### src/rtl/lu_pkg.sv
package lu_pkg;

  localparam int unsigned NUM_SRC = 2;

  typedef enum logic {
    SEL_PASS = 1'b0,
    SEL_ZERO = 1'b1
  } ctrl_sel_e;

  function automatic logic any_set(input logic [NUM_SRC-1:0] v);
    return |v;
  endfunction

endpackage

### src/rtl/lu_match.sv
module lu_match #(
  parameter int unsigned REG_W      = 5,
  parameter bit          ZERO_GUARD = 1'b1
) (
  input  logic [REG_W-1:0] prod_reg,
  input  logic [REG_W-1:0] src_reg,
  output logic             hit
);

  function automatic logic same_reg(input logic [REG_W-1:0] a,
                                    input logic [REG_W-1:0] b);
    return (a ^ b) == '0;
  endfunction

  generate
    if (ZERO_GUARD) begin : g_guarded
      logic prod_live;
      assign prod_live = |prod_reg;
      assign hit       = prod_live & same_reg(prod_reg, src_reg);
    end else begin : g_plain
      assign hit = same_reg(prod_reg, src_reg);
    end
  endgenerate

endmodule

### src/rtl/lu_stall_decide.sv
module lu_stall_decide
  import lu_pkg::*;
(
  input  logic               mem_read,
  input  logic [NUM_SRC-1:0] src_hit,
  output logic               stall,
  output logic               pc_write,
  output logic               ifid_write,
  output ctrl_sel_e          sel
);

  always_comb begin
    stall      = mem_read & any_set(src_hit);
    pc_write   = ~stall;
    ifid_write = ~stall;
    sel        = stall ? SEL_ZERO : SEL_PASS;
  end

endmodule

### src/rtl/lu_ctrl_mux.sv
module lu_ctrl_mux
  import lu_pkg::*;
#(
  parameter int unsigned W = 9
) (
  input  ctrl_sel_e      sel,
  input  logic [W-1:0]   d,
  output logic [W-1:0]   q
);

  always_comb begin
    unique case (sel)
      SEL_ZERO: q = '0;
      default:  q = d;
    endcase
  end

endmodule

### src/rtl/load_use_guard.sv
module load_use_guard
  import lu_pkg::*;
#(
  parameter int unsigned REG_W      = 5,
  parameter int unsigned EX_W       = 4,
  parameter int unsigned MEM_W      = 3,
  parameter int unsigned WB_W       = 2,
  parameter bit          ZERO_GUARD = 1'b1
) (
  input  logic             idex_mem_read,
  input  logic [REG_W-1:0] idex_rt,
  input  logic [REG_W-1:0] ifid_rs,
  input  logic [REG_W-1:0] ifid_rt,
  input  logic [EX_W-1:0]  dec_ex_ctrl,
  input  logic [MEM_W-1:0] dec_mem_ctrl,
  input  logic [WB_W-1:0]  dec_wb_ctrl,
  output logic             pc_write,
  output logic             ifid_write,
  output logic             ctrl_zero,
  output logic [EX_W-1:0]  idex_ex_ctrl,
  output logic [MEM_W-1:0] idex_mem_ctrl,
  output logic [WB_W-1:0]  idex_wb_ctrl
);

  localparam int unsigned CTRL_W = EX_W + MEM_W + WB_W;

  logic [REG_W-1:0]   src_regs [NUM_SRC];
  logic [NUM_SRC-1:0] src_hit;
  logic               stall_evt;
  ctrl_sel_e          mux_sel;
  logic [CTRL_W-1:0]  ctrl_in;
  logic [CTRL_W-1:0]  ctrl_out;

  assign src_regs[0] = ifid_rs;
  assign src_regs[1] = ifid_rt;

  generate
    for (genvar g = 0; g < NUM_SRC; g++) begin : g_src
      lu_match #(
        .REG_W      (REG_W),
        .ZERO_GUARD (ZERO_GUARD)
      ) u_match (
        .prod_reg (idex_rt),
        .src_reg  (src_regs[g]),
        .hit      (src_hit[g])
      );
    end
  endgenerate

  lu_stall_decide u_decide (
    .mem_read   (idex_mem_read),
    .src_hit    (src_hit),
    .stall      (stall_evt),
    .pc_write   (pc_write),
    .ifid_write (ifid_write),
    .sel        (mux_sel)
  );

  assign ctrl_in = {dec_ex_ctrl, dec_mem_ctrl, dec_wb_ctrl};

  lu_ctrl_mux #(.W(CTRL_W)) u_mux (
    .sel (mux_sel),
    .d   (ctrl_in),
    .q   (ctrl_out)
  );

  assign ctrl_zero = (mux_sel == SEL_ZERO);
  assign {idex_ex_ctrl, idex_mem_ctrl, idex_wb_ctrl} = ctrl_out;

endmodule

### config.mk
export PLATFORM = sky130hd
export DESIGN_NAME = load_use_guard
export DESIGN_NICKNAME = d
export VERILOG_FILES = /design/src/rtl/lu_pkg.sv /design/src/rtl/lu_match.sv /design/src/rtl/lu_stall_decide.sv /design/src/rtl/lu_ctrl_mux.sv /design/src/rtl/load_use_guard.sv
export SDC_FILE = /design/constraint.sdc
export NUM_CORES = 1
export LEC_CHECK = 0
export BUFFER_PORTS_ARGS = -buffer_cell sky130_fd_sc_hd__buf_2
export CAP_MARGIN = 0
export CORE_AREA = 2 2 39 41
export DETAILED_ROUTE_END_ITERATION = 10
export DIE_AREA = 0 0 41 43
export GPL_ROUTABILITY_DRIVEN = 1
export PLACE_DENSITY = 0.64
export SYNTH_ARGS = -nofsm -noshare
export SYNTH_HDL_FRONTEND = slang
export SYNTH_HIERARCHICAL = 1
export SYNTH_SLANG_ARGS = --single-unit
### constraint.sdc
create_clock -name vclk -period 2.9
set_clock_uncertainty 0.2 [all_clocks]
set_input_delay 0.145 -clock vclk [all_inputs]
set_output_delay 0.145 -clock vclk [all_outputs]
set_load 0.05 [all_outputs]
Word level (Yosys, flattened, before mapping)

Cells that the tools add are included.

Bits in registers: 0
Input port bits: 25
Logic and storage cells: 12

Mux-type cells: 2
Bitwise gates (word level): 6
Reduce and logical (&&, ||, !) cells: 4

Operators by type and width:

| cell             | count |
|---|---|
| $logic_not A5 Y1 | 2 |
| $xor A5 B5 Y5    | 2 |
| $mux W9          | 1 |
| $reduce_or A5 Y1 | 1 |
| $and A1 B1 Y1    | 3 |
| $reduce_or A2 Y1 | 1 |
| $mux W1          | 1 |
| $not A1 Y1       | 1 |

Longest topological paths before layout

Depth in word-level cells: 7
Depth in mapped cells: 5
Depth with buffers taken out: 5

Cells and area by module

The synthesis kept the hierarchy.

By module, submodules not included:

| module          | instances | cells each | area an instance (µm²) | seq. area each (µm²) |
|---|---|---|---|---|
| lu_match        | 2         | 9          | 70.1                   | 0.0 |
| lu_ctrl_mux     | 1         | 9          | 56.3                   | 0.0 |
| lu_stall_decide | 1         | 4          | 27.5                   | 0.0 |

Worst setup path before layout

No wires, ideal clock.

Kind: input to output
Start: input port idex_rt[0]
End: output port idex_ex_ctrl[0]
Arrival: 1.824 ns
Setup slack: 0.731 ns
Cell stages on the path: 4
Buffers on the path: 0
Cell sequence: o41ai_2 -> a21oi_1 -> o21a_1 -> nor2b_1

Cells in the longest elaborated chain, start to end: 7
Elaborated cells between the ends (all ways): 11
Classes of those cells: 2 x mux; 5 x bitwise; 4 x reduce/logical

Ends and longest elaborated chain:

| what                 | RTL line              | source |
|---|---|---|
| from (decl)          | load_use_guard.sv:11  | `input logic [REG_W-1:0] idex_rt,` |
| $xor A5 B5 Y5        | lu_match.sv:12        | `return (a ^ b) == '0;` |
| $logic_not A5 Y1     | lu_match.sv:12        |  |
| $and A1 B1 Y1 (*)    | lu_match.sv:19        | `assign hit = prod_live & same_reg(prod_reg, src_reg);` |
| via src_hit[1]       | load_use_guard.sv:28  | `logic [NUM_SRC-1:0] src_hit;` |
| $reduce_or A2 Y1 (*) | lu_pkg.sv:11          | `return \|v;` |
| $and A1 B1 Y1 (*)    | lu_stall_decide.sv:13 | `stall = mem_read & any_set(src_hit);` |
| $mux W1 (*)          | lu_stall_decide.sv:16 | `sel = stall ? SEL_ZERO : SEL_PASS;` |
| via ctrl_zero        | load_use_guard.sv:19  | `output logic ctrl_zero,` |
| $mux W9 (*)          | lu_ctrl_mux.sv:12     | `unique case (sel)` |
| to (decl)            | load_use_guard.sv:20  | `output logic [EX_W-1:0] idex_ex_ctrl,` |

The timed path passes the listed nets; every way through them passes the cells marked *.

Final worst setup path

Start: input port idex_rt[0]
End: output port idex_ex_ctrl[1]

Cells in the longest elaborated chain, start to end: 7
Elaborated cells between the ends (all ways): 11
Classes of those cells: 2 x mux; 5 x bitwise; 4 x reduce/logical

Ends and longest elaborated chain:

| what                 | RTL line |
|---|---|
| $xor A5 B5 Y5        | lu_match.sv:12 |
| $logic_not A5 Y1     | lu_match.sv:12 |
| $and A1 B1 Y1 (*)    | lu_match.sv:19 |
| via src_hit[1]       | load_use_guard.sv:28 |
| $reduce_or A2 Y1 (*) | lu_pkg.sv:11 |
| $and A1 B1 Y1 (*)    | lu_stall_decide.sv:13 |
| $mux W1 (*)          | lu_stall_decide.sv:16 |
| $mux W9 (*)          | lu_ctrl_mux.sv:12 |

Marks and branches as above.

==> flow_summary.ini <==
[routing]
m1WireLength_um = 247
drtIter0Drc = 4
top_layer = met3
drc = 0
via_count = 339
wl_met2_um = 358
wire_per_inst_um = 8.80
dr.pass1.iters = 4
ant_nets = 0
routed_wl_um = 722
viasPerCell = 4.13
dr_wl_met3_um = 116

[floorplan]
design.core.area_mm2 = 0.00138
die-area_mm2 = 0.00176
ios = 37
start_util_pct = 15.6
die_w_um = 41
num_rows = 14
dieHeight_um = 43

[pwr]
power_density_mw_per_mm2 = 209
totalPowerFinal_mw = 0.0867
leakage_nw = 0.206
ir_drop_mv = 0.0945

[final_layout]
seqCellArea_um2 = 0
instances_no_fill = 82
drive_gt1_share_pct = 59.1
layout_commonest_cell = buf_2
mostFrequentLayoutCells = buf_2 (37), nor2b_1 (9), xnor2_1 (8)
final_util_pct = 29.9
area_growth_pct = 91.3
seq_cells = 0
nets = 93
nFillCells = 152
insertedDiodeCount = 0
nClkBuffers = 0

[clocking]
postCtsSetupBuffers = 0
post_cts_resized = 0
cts-hold-fix-buffers = 0

[critical_path]
critical_path_class = input pin to output pin
cp-start-kind = input pin
critPathMaxFanout = 10
cp-end-kind = output pin
worstPathArrival_ns = 1.44
required_ns = 2.56

[sta]
maxSlewViolCount = 0
setup_violations = 0
hold_viol = 0
fin_setup_tns_ns = 0
tightest_slew_ns = 0.285
fin_crit_sh_pct = 61.5
rsz0062_at_grt = no
fmax_mhz = 560
layout_min_cycle_time_ns = 1.78
slew_headroom_pct = 81.0

[grt]
antenna_found_initial = 0
grt_max_degree = 11
grt_pass1_wl_um = 993
overflow = 0
grt_pass1_vias = 293
track_usage_pct = 7.69

[yosys]
syn_area_um2 = 216
avgSynthCellArea_um2 = 7.22
synth_nets = 55
ys_warn_count = 6
syn_inst = 30

[job]
cap_viol_max_count = 0

[place]
dp_cells = 82
place_congestion = 0.770
dp_hpwl_um = 686
io_buffers = 37

[min_path]
hold_path_class = input pin to output pin

[outcome]
status = completed
## path summary, 6_finish.rpt
| check | slack, ns | to | depth (start not counted) | start |
|---|---|---|---|---|
| setup / recovery | 1.12 | idex_ex_ctrl[1] | 6 | idex_rt[0] |
| hold / removal | 0.46 | pc_write | 3 | idex_mem_read |
## per-stage QoR
stage	hold WS (ns)	worst slack [ns]	instance area [µm²]
2_1_floorplan	0.363	0.742	216
3_3_place_gp	0.459	1.14	414
3_5_place_dp	0.458	1.10	414
4_1_cts	0.459	1.10	414
5_1_grt	0.472	0.986	414
6_report	0.455	1.12	414
## where the power goes
group	total, mW	internal [mW]	switching, mW	leakage [nW]
clock network	0	0	0	0
registers	0	0	0	0
logic	0.0867	0.0318	0.0549	0.206
total	0.0867	0.0318	0.0549	0.206
## layer usage
layer | track usage [%] | vias to the layer above
li1 | - | 175
met1 | 7.28 | 134
met2 | 16.9 | 30
met3 | 0 | 0
met4 | 0 | 0
met5 | 0 | -
## worst max-delay path: stages
cell     delay [ns]
buf_2          0.14
o41ai_2        0.32
a21oi_1        0.12
o21a_1         0.30
nor2b_1        0.14
buf_2          0.27
## final cells by class
cell class / instances / area, µm² / area share [%]
Multi-Input combinational cell: 29 / 209 / 50.5
Tap cell: 16 / 20.0 / 4.83
Timing Repair Buffer: 37 / 185 / 44.7
No activity file was read; power rests on OpenSTA's default activity.
